===== src/rtl/lcd_pkg.sv =====
package lcd_pkg;

    localparam int LVL_W = 2;

    typedef enum logic [LVL_W-1:0] {
        LVL_V0 = 2'd0,
        LVL_V1 = 2'd1,
        LVL_V2 = 2'd2,
        LVL_V3 = 2'd3
    } lvl_e;

    // Common rail: extreme rail when selected, inner rail otherwise.
    function automatic logic [LVL_W-1:0] com_level(input logic selected, input logic neg);
        lvl_e l;
        if (!neg) l = selected ? LVL_V3 : LVL_V1;
        else      l = selected ? LVL_V0 : LVL_V2;
        return l;
    endfunction

    // Segment rail: opposite extreme for a lit dot, inner rail otherwise.
    function automatic logic [LVL_W-1:0] seg_level(input logic lit, input logic neg);
        lvl_e l;
        if (!neg) l = lit ? LVL_V0 : LVL_V2;
        else      l = lit ? LVL_V3 : LVL_V1;
        return l;
    endfunction

endpackage


===== src/rtl/lcd_prescaler.sv =====
module lcd_prescaler #(
    parameter int TAPS       = 4,
    parameter int BASE_SHIFT = 6,
    localparam int SEL_W     = $clog2(TAPS),
    localparam int CNT_W     = BASE_SHIFT + TAPS - 1
) (
    input  logic             clk,
    input  logic             rst_n,
    input  logic             base_tick,
    input  logic [SEL_W-1:0] rate_sel,
    output logic             slot_end
);

    typedef struct packed {
        logic [CNT_W-1:0] cnt;
        logic [SEL_W-1:0] sel;
    } presc_t;

    presc_t st_d, st_q;
    logic [TAPS-1:0] tap_full;

    // One terminal-count detector per selectable tap.
    for (genvar t = 0; t < TAPS; t++) begin : g_tap
        assign tap_full[t] = &st_q.cnt[BASE_SHIFT+t-1:0];
    end

    assign slot_end = base_tick & tap_full[st_q.sel];

    always_comb begin
        st_d = st_q;
        if (base_tick) begin
            if (tap_full[st_q.sel]) begin
                st_d.cnt = '0;
                st_d.sel = rate_sel;
            end else begin
                st_d.cnt = st_q.cnt + CNT_W'(1);
            end
        end
    end

    always_ff @(posedge clk or negedge rst_n) begin
        if (!rst_n) st_q <= '0;
        else        st_q <= st_d;
    end

endmodule


===== src/rtl/lcd_disp_ram.sv =====
module lcd_disp_ram #(
    parameter int NUM_SEG = 40,
    parameter int NUM_COM = 4,
    parameter int ADDR_W  = 6
) (
    input  logic                       clk,
    input  logic                       rst_n,
    input  logic [ADDR_W-1:0]          addr,
    input  logic [NUM_COM-1:0]         wdata,
    input  logic                       we,
    output logic [NUM_COM-1:0]         rdata,
    output logic [NUM_SEG*NUM_COM-1:0] all_bits
);

    localparam logic [ADDR_W-1:0] LAST_ADDR = ADDR_W'(NUM_SEG - 1);

    typedef struct packed {
        logic [NUM_SEG-1:0][NUM_COM-1:0] mem;
    } ram_t;

    ram_t st_d, st_q;
    logic in_range;

    assign in_range = (addr <= LAST_ADDR);

    always_comb begin
        st_d = st_q;
        if (we && in_range) st_d.mem[addr] = wdata;
    end

    assign rdata    = in_range ? st_q.mem[addr] : '0;
    assign all_bits = st_q.mem;

    always_ff @(posedge clk or negedge rst_n) begin
        if (!rst_n) st_q <= '0;
        else        st_q <= st_d;
    end

endmodule


===== src/rtl/lcd_scan.sv =====
module lcd_scan
    import lcd_pkg::*;
#(
    parameter int NUM_SEG = 40,
    parameter int NUM_COM = 4,
    localparam int COM_W  = $clog2(NUM_COM)
) (
    input  logic                       clk,
    input  logic                       rst_n,
    input  logic                       slot_end,
    input  logic [NUM_SEG*NUM_COM-1:0] all_bits,
    output logic [NUM_COM*LVL_W-1:0]   com_lvl,
    output logic [NUM_SEG*LVL_W-1:0]   seg_lvl
);

    localparam logic [COM_W-1:0] COM_LAST = COM_W'(NUM_COM - 1);

    typedef struct packed {
        logic [COM_W-1:0] com;
        logic             neg;
    } scan_t;

    scan_t st_d, st_q;

    always_comb begin
        st_d = st_q;
        if (slot_end) begin
            if (st_q.com == COM_LAST) begin
                st_d.com = '0;
                st_d.neg = ~st_q.neg;
            end else begin
                st_d.com = st_q.com + COM_W'(1);
            end
        end
    end

    always_ff @(posedge clk or negedge rst_n) begin
        if (!rst_n) st_q <= '0;
        else        st_q <= st_d;
    end

    for (genvar k = 0; k < NUM_COM; k++) begin : g_com
        assign com_lvl[k*LVL_W +: LVL_W] = com_level(st_q.com == COM_W'(k), st_q.neg);
    end

    for (genvar n = 0; n < NUM_SEG; n++) begin : g_seg
        logic [NUM_COM-1:0] nib;
        assign nib = all_bits[n*NUM_COM +: NUM_COM];
        assign seg_lvl[n*LVL_W +: LVL_W] = seg_level(nib[st_q.com], st_q.neg);
    end

endmodule


===== src/rtl/lcd_mux_driver.sv =====
module lcd_mux_driver #(
    parameter int NUM_SEG    = 40,
    parameter int NUM_COM    = 4,
    parameter int RATE_TAPS  = 4,
    parameter int BASE_SHIFT = 6,
    parameter int ADDR_W     = 6
) (
    input  logic                           clk,
    input  logic                           rst_n,
    input  logic                           base_tick,
    input  logic [$clog2(RATE_TAPS)-1:0]   rate_sel,
    input  logic [ADDR_W-1:0]              cpu_addr,
    input  logic [NUM_COM-1:0]             cpu_wdata,
    input  logic                           cpu_we,
    output logic [NUM_COM-1:0]             cpu_rdata,
    output logic [NUM_COM*2-1:0]           com_lvl,
    output logic [NUM_SEG*2-1:0]           seg_lvl
);

    logic                       slot_end;
    logic [NUM_SEG*NUM_COM-1:0] all_bits;

    lcd_prescaler #(
        .TAPS       (RATE_TAPS),
        .BASE_SHIFT (BASE_SHIFT)
    ) i_presc (
        .clk       (clk),
        .rst_n     (rst_n),
        .base_tick (base_tick),
        .rate_sel  (rate_sel),
        .slot_end  (slot_end)
    );

    lcd_disp_ram #(
        .NUM_SEG (NUM_SEG),
        .NUM_COM (NUM_COM),
        .ADDR_W  (ADDR_W)
    ) i_ram (
        .clk      (clk),
        .rst_n    (rst_n),
        .addr     (cpu_addr),
        .wdata    (cpu_wdata),
        .we       (cpu_we),
        .rdata    (cpu_rdata),
        .all_bits (all_bits)
    );

    lcd_scan #(
        .NUM_SEG (NUM_SEG),
        .NUM_COM (NUM_COM)
    ) i_scan (
        .clk      (clk),
        .rst_n    (rst_n),
        .slot_end (slot_end),
        .all_bits (all_bits),
        .com_lvl  (com_lvl),
        .seg_lvl  (seg_lvl)
    );

endmodule


===== config.mk =====
export PLATFORM = sky130hd
export DESIGN_NAME = lcd_mux_driver
export DESIGN_NICKNAME = d
export VERILOG_FILES = /design/src/rtl/lcd_pkg.sv /design/src/rtl/lcd_prescaler.sv /design/src/rtl/lcd_disp_ram.sv /design/src/rtl/lcd_scan.sv /design/src/rtl/lcd_mux_driver.sv
export SDC_FILE = /design/constraint.sdc
export NUM_CORES = 1
export LEC_CHECK = 0
export ABC_AREA = 1
export BUFFER_PORTS_ARGS = -buffer_cell sky130_fd_sc_hd__buf_4
export CORE_MARGIN = 2
export CORE_UTILIZATION = 50
export DETAILED_ROUTE_END_ITERATION = 16
export PLACE_DENSITY = 0.75
export SYNTH_ARGS = -nofsm -noshare
export SYNTH_HDL_FRONTEND = slang
export SYNTH_HIERARCHICAL = 1
export SYNTH_SLANG_ARGS = --single-unit
export TNS_END_PERCENT = 30

===== constraint.sdc =====
create_clock -name clk -period 3.6 [get_ports clk]
set_input_delay 0.36 -clock clk [delete_from_list [all_inputs] [get_ports clk]]
set_output_delay 0.36 -clock clk [all_outputs]
set_load 0.03 [all_outputs]

==> impl_results.md, run 1 <==
- Final setup viols: 0
- Die W: roughly 150 microns
- Slowest CP cell: inv_6
- Met2 wire len: 14500 microns
- Worst slew pin tran: 1180 ps
- Diode count: 0
- Number of DRC markers in iteration 0: 1124
- Top Layer Used: met4
- Crit path cell chain: inv_6 -> nand2_1 -> nand3_1 -> nand2_1 -> nand2_1 -> nand2_1 -> buf_4
- Total GRT Usage: approximately 28%
- Cell Pwr Density: roughly 750 nW/um^2
- Wl on met1: ~14000 microns
- Max incr delay on CP: about 530 ps
- Post-CTS setup repair buffer count: 0
- Met3 wire length: 2720 microns
- Setup_tns: 0 ps
- Post-synthesis cell type count: 32
- Max cap viols: 0
- Htree depth: 4
- Num CTS Buffers: 17
- Total wire length: 31800 microns
- Maximum fanout along the worst path: 83
- TritonCTS Sinks: between 150 and 200
- CP endpoint kind: output pin
- Crit path launch type: flop
- Via count: roughly 11000
- Leakage: just over 6 nW
- Routed len/inst: 16.4 microns
- Layout filler cell count: 2098
- Clock transition at path regs: roughly 70 ps
- R2R cell count: 4
- Average vias per placed instance: between 5 and 6
- Clock Skews: 6.45 ps
- Mapped Avg Cell Area: ~6.7 sq um
- R2r setup slk: 1990 ps
- PortBufs: 107
- Status: completed
- Final Util: between 50% and 60%
- Nets@finish: between 1500 and 2000
- Share of cells above drive strength 1: ~13%
- Switching pwr: ~4.2 mW
- Pint: between 4 and 5 mW
- Clock power share: a little over a fifth
- RSZ-0062 raised after global routing: no
- Vias in the first global route: around 10000
- Hold Path Sink: i_presc/st_q[1]$_DFFE_PN0P_
- Hold path startpoint: rate_sel[1]
- Core area: ~22000 sq um
- Syn nets: 1655
- DR pass1 iterations: 6
- Largest net degree at the start of global routing: 84
- Seq pwr share: between 20 and 30%
- Arrival time worst endpoint: roughly 2200 ps
- Initial antenna violation count: 0
- Placement Rows: 54
- Post_cts resized: 0
- Minimum clock period after layout: ~2500 ps
- Setup CP Type: reg2out
- Global-route wire length before repair: about 50000 microns
- Io pins: 108
- Grt ovf: 0
- Sequential area share after synthesis: between 30 and 40%
- Initial Utilization: between 50% and 60%
- Maximum operating frequency: 0.394 GHz
- Area Growth Syn to Fin: 10.5%
- DPL Wire Length: roughly 21000 microns
- Start of the worst register-to-register path: i_scan/st_q[1]$_DFFE_PN0P_
- Max transition margin: 21.2%
- Longest Clk Path Bufs: 2
- Final hold vios: 0
- CTS Root Cell: clkbuf_16
- Gp weighted congestion: ~0.93
- VDD IR-drop max: 0.458 mV
- Hold depth: 3
- Worst r2r dst: i_scan/st_q[2]$_DFFE_PN0P_
- Fin crit share: 70.4%
- Slew Viols, Final: 0
- Clock latency at the later pin of the worst-skew pair: 430 ps
- DRC: 0
- Most frequent CP cell: nand2_1
- CTS tree: yes
- Chip height: about 150 microns
- Sw Ratio: 45.8%
- Hold/Removal Path Class: in2reg
- Mapped Area: approximately 11000 sq um
- CP Data Required Time: 3240 ps
- Yosys reg bits: roughly 170
- Combinational share of power: 50.5%
- Final ANT Viol Nets: 0
- Die footprint: 23300 sq um
- Mapped Cells: ~1600
- Synth warn: 6
-- cells in the mapped netlist, drive strengths merged --
| cell type | number | area, sq um |
|---|---|---|
| nand4 | 2 | 12.5 |
| a21oi | 42 | 210 |
| nand3 | 143 | 721 |
| inv | 114 | 443 |
| buf | 94 | 649 |
| ha | 5 | 62.6 |
| o21ai | 160 | 801 |
| nor3 | 4 | 53.8 |
| clkbuf | 26 | 97.6 |
| nor4 | 1 | 21.3 |
| mux2i | 1 | 10.0 |
| clkinv | 2 | 10.0 |
| nor2 | 106 | 641 |
| xnor2 | 2 | 17.5 |
| xor2 | 5 | 43.8 |
| o211ai | 5 | 37.5 |
| dfrtp | 174 | 4350 |
| nand2 | 748 | 2840 |
-- layer usage --
metal / vias to the layer above / global-route usage, %
li1: 5114 / -
met1: 4885 / 37.9
met2: 484 / 43.8
met3: 67 / 4.55
met4: 0 / 11.4
met5: - / 0
-- worst max-delay path by stage --
stage	cells past startpoint	slack, ps	to	from
CTS	7	1090	seg_lvl[47]	i_scan/st_q[1]$_DFFE_PN0P_
floorplan	5	1440	seg_lvl[61]	i_scan/st_q[0]$_DFFE_PN0P_
finish	7	1060	seg_lvl[57]	i_scan/st_q[1]$_DFFE_PN0P_
global placement	10	1150	cpu_rdata[0]	cpu_addr[0]
detailed placement	10	1130	cpu_rdata[0]	cpu_addr[0]
global route	7	930	seg_lvl[41]	i_scan/st_q[1]$_DFFE_PN0P_
-- layout make-up --
type | count | area, sq um | share of cell area [%]
tap | 280 | 350 | 2.88
timing repair buffer | 119 | 937 | 7.69
inverter | 116 | 453 | 3.72
sequential | 174 | 4360 | 35.8
multi-input combinational | 1224 | 5470 | 44.9
clock inverter | 9 | 134 | 1.10
clock buffer | 23 | 478 | 3.92
-- per-stage QoR --
| stage | worst slack (ps) | instance area (sq um) | instances | total power, mW | hold WS, ps |
|---|---|---|---|---|---|
| after floorplan | 1440 | 11000 | 1634 | 6.03 | 64.4 |
| after global placement | 1150 | 11600 | 1912 | 7.19 | 384 |
| after detailed placement | 1130 | 11600 | 1912 | 7.26 | 389 |
| after CTS | 1090 | 12200 | 1945 | 9.19 | 155 |
| after global routing | 931 | 12200 | 1945 | 9.76 | 190 |
| final | 1060 | 12200 | 1945 | 9.17 | 165 |
-- sequential cells by signal, indices dropped and copies added, names as in the netlist --
name / count
i_ram/all_bits: 160
i_presc/st_q: 11
i_scan/st_q: 3
-- repair_timing --
| action | in CTS | in global routing |
|---|---|---|
| hold buffers | 1 | 0 |
| hold endpoints to repair | 62 | 0 |
| setup endpoints to repair | 0 | 0 |
-- worst max-delay path, delay by kind of cell, from the launching register on --
| kind | cells | cell delay (ps) |
|---|---|---|
| buffers and inverters | 2 | 700 |
| flip-flops | 1 | 490 |
| AND/OR/NAND/NOR | 5 | 530 |
-- cell families after synthesis --
group	share of synthesized area (%)
xor gates and xnor gates	0.556
and+or+nand+nor	38.9
DFF	39.5
AOI/OAI and AO/OA	9.51
buffers and inverters	10.9
muxes	0.0908
adders and majority gates	0.567
-- layout by cell type, fill, tap and decap left out, drive strengths merged --
cell           n
mux2i          1
o21ai        160
o211ai         5
bufinv         3
inv          114
nand2        748
nor2         106
clkinv         4
nor3           4
ha             5
clkinvlp       4
dfrtp        174
clkbuf        23
a21oi         42
nor4           1
buf          118
nand4          2
nand3        143
dlygate4sd3    1
xor2           5
xnor2          2
-- power groups by stage --
stage,sequential [mW],clock (mW),combinational (mW)
after detailed placement,2.65,0,4.61
after floorplan,2.59,0,3.44
after CTS,2.62,1.95,4.63
after global routing,2.67,2.03,5.06
final,2.62,1.92,4.63
after global placement,2.64,0,4.55
Note: power is estimated with default switching activity, not from simulation.
==> run 2, diff against run 1 <==
- clock period: 3.6 -> 2.5 ns (I/O delays scaled with it)
==> run 2 against run 1 <==
Against the previous run:
- first-iteration DRC count down 7.3%
- register-to-register slack worse by 1100 ps
- largest cell class unchanged
- critical path type unchanged
- combinational power up 47%
- via count up 2.3%
==> impl_results.md, run 2 (synthesized netlist as in run 1, its figures left out) <==
- Worst slack, placed: 564 ps (-570 ps)
- Maximum fanout along the worst path: 83 (unchanged)
- Slew Viols, Final: 0 (unchanged)
- Crit path from: i_scan/st_q[1]$_DFFE_PN0P_
- R2R cell count: 5 (+1)
- Diode count: 0 (unchanged)
- Max cap viols: 0 (unchanged)
- Total wire length: 33200 microns (+4.1%)
- Minimum clock period after layout: 2370 ps
- Largest register FFs: 160 (unchanged)
- DPL Wire Length: 22300 microns (+5.3%)
- Vias in the first global route: 9941 (+0.90%)
- PortBufs: 107 (unchanged)
- Setup CP Type: reg2out
- Clock transition at path regs: 70 ps (about the same)
- Start of the worst register-to-register path: i_scan/st_q[2]$_DFFE_PN0P_
- CTS Root Cell: clkbuf_16
- VDD IR-drop max: 0.605 mV (+32%)
- Post-CTS setup repair buffer count: 0 (unchanged)
- Initial antenna violation count: 0 (unchanged)
- Longest Clk Path Bufs: 2 (unchanged)
- Largest net degree at the start of global routing: 90 (+7.1%)
- Gp weighted congestion: 0.945 (+1.4%)
- Clock Skews: 5.35 ps (-1.10 ps)
- Htree depth: 4 (unchanged)
- Placed cell count: 1924 (+0.63%)
- Commonest non-fill, non-tap cells in the layout: 741 x nand2_1, 172 x dfrtp_1, 159 x o21ai_0, 142 x nand3_1, 122 x buf_4
- Share of cells above drive strength 1: 13.7% (+0.68 points)
- RSZ-0062 raised after global routing: no
- Number of DRC markers in iteration 0: 1042 (-7.3%)
- Layout filler cell count: 2035 (-3.0%)
- R2r setup slk: 870 ps (-1120 ps)
- Leakage: 6.29 nW (+2.0%)
- Via count: 10800 (+2.3%)
- Total GRT Usage: 28.6% (+0.97 points)
- Max transition margin: 52.8% (+32 points)
- Hold depth: 3 (unchanged)
- TritonCTS Sinks: 174 (unchanged)
- Io pins: 108 (unchanged)
- Chip height: 152 microns (unchanged)
- Num CTS Buffers: 17 (unchanged)
- Hold/Removal Path Class: in2reg
- Fin crit share: approximately 95%
- Average vias per placed instance: 5.51 (+1.6%)
- Fin cells: 1957 (+0.62%)
- Grt ovf: 0 (unchanged)
- Nets@finish: 1685 (+0.72%)
- Cell Pwr Density: 1100 nW/um^2 (+46%)
- Die W: 152 microns (unchanged)
- Die footprint: 23300 sq um (unchanged)
- DR pass1 iterations: 6 (unchanged)
- Final worst slack: 130 ps (-935 ps)
- Worst r2r dst: i_scan/st_q[0]$_DFFE_PN0P_
- Final hold vios: 0 (unchanged)
- Global-route wire length before repair: 53200 microns (+3.3%)
- Worst slew pin tran: 708 ps (-472 ps)
- Core area: 21800 sq um (unchanged)
- CP endpoint kind: output pin
- Maximum operating frequency: between 0.4 and 0.5 GHz
- Setup_tns: 0 ps (unchanged)
- CP Data Required Time: 2250 ps (-990 ps)
- Arrival time worst endpoint: 2120 ps (-60 ps)
- CTS tree: yes
- Placement Rows: 54 (unchanged)
- Final ANT Viol Nets: 0 (unchanged)
- Most common cell after layout, fill and taps aside: nand2_1
- Area Growth Syn to Fin: 12.3%
- Initial Utilization: 50.7% (unchanged)
- Crit path launch type: flop
- Final setup viols: 0 (unchanged)
- Routed len/inst: 16.9 microns (+3.5%)
- Clock latency at the later pin of the worst-skew pair: 440 ps (about the same)
- Post_cts resized: 0 (unchanged)
- Status: completed
- Critical path endpoint: seg_lvl[11]
- DRC: 0 (unchanged)
==> run 2: cell count changes in the layout (fill, tap and decap cells not counted), sizes merged <==
cell | previous run | this run
buf | 118 | 130
bufinv | 3 | 5
clkinv | 4 | 6
clkinvlp | 4 | 0
==> run 2: what timing repair did <==
| item | 4_1_cts | 5_1_grt |
|---|---|---|
| hold endpoints to repair | 24 | 0 |
| setup endpoints to repair | 0 | 0 |
| hold buffers | 1 | 0 |
==> run 2: routing by layer <==
metal | share of wire (%) | track usage [%]
met1 | 43 | 39.9
met2 | 45 | 44.3
met3 | 9.5 | 5.57
met4 | 3.2 | 11.2
met5 | 0 | 0
==> run 2: cell type report <==
type	count	area, sq um	area share [%]
Sequential cell	174	4360	35.2
Multi-Input combinational cell	1224	5470	44.2
Clock buffer	23	488	3.94
Inverter	116	453	3.66
Timing Repair Buffer	131	1080	8.70
Tap cell	280	350	2.83
Clock inverter	9	181	1.47
==> run 2: worst min-delay path by stage <==
stage / startpoint / end / slack (ps)
3_5_place_dp: rst_n / i_presc/st_q[4]$_DFFE_PN0P_ / 140
5_1_grt: rate_sel[1] / i_presc/st_q[1]$_DFFE_PN0P_ / 70
4_1_cts: rate_sel[1] / i_presc/st_q[1]$_DFFE_PN0P_ / 60
2_1_floorplan: rst_n / i_presc/st_q[0]$_DFFE_PN0P_ / -50
3_3_place_gp: rst_n / i_presc/st_q[4]$_DFFE_PN0P_ / 140
6_report: rate_sel[1] / i_presc/st_q[1]$_DFFE_PN0P_ / 70
==> run 2: metrics by stage <==
stage	util [%]	hold WS (ps)	cell area, sq um	total power [mW]
CTS	56.9	58.4	12400	13.6
finish	56.9	67.1	12400	13.6
global placement	53.8	136	11700	10.5
detailed placement	53.8	141	11700	10.6
global route	56.9	73.2	12400	14.4
floorplan	-	-45.6	11000	8.68
==> run 2: power breakdown <==
part	internal [mW]	leakage (nW)	switching, mW
combinational	2.20	3.87	4.59
sequential	3.36	2.09	0.414
clock	1.89	0.328	1.14
==> run 2: worst max-delay path: stages (launching register included) <==
cell and delay, ps:
dfrtp_2 450, inv_6 490, nand2_1 150, nand3_1 170
nand2_1 70, nand2_1 60, nand2_1 50, buf_4 160
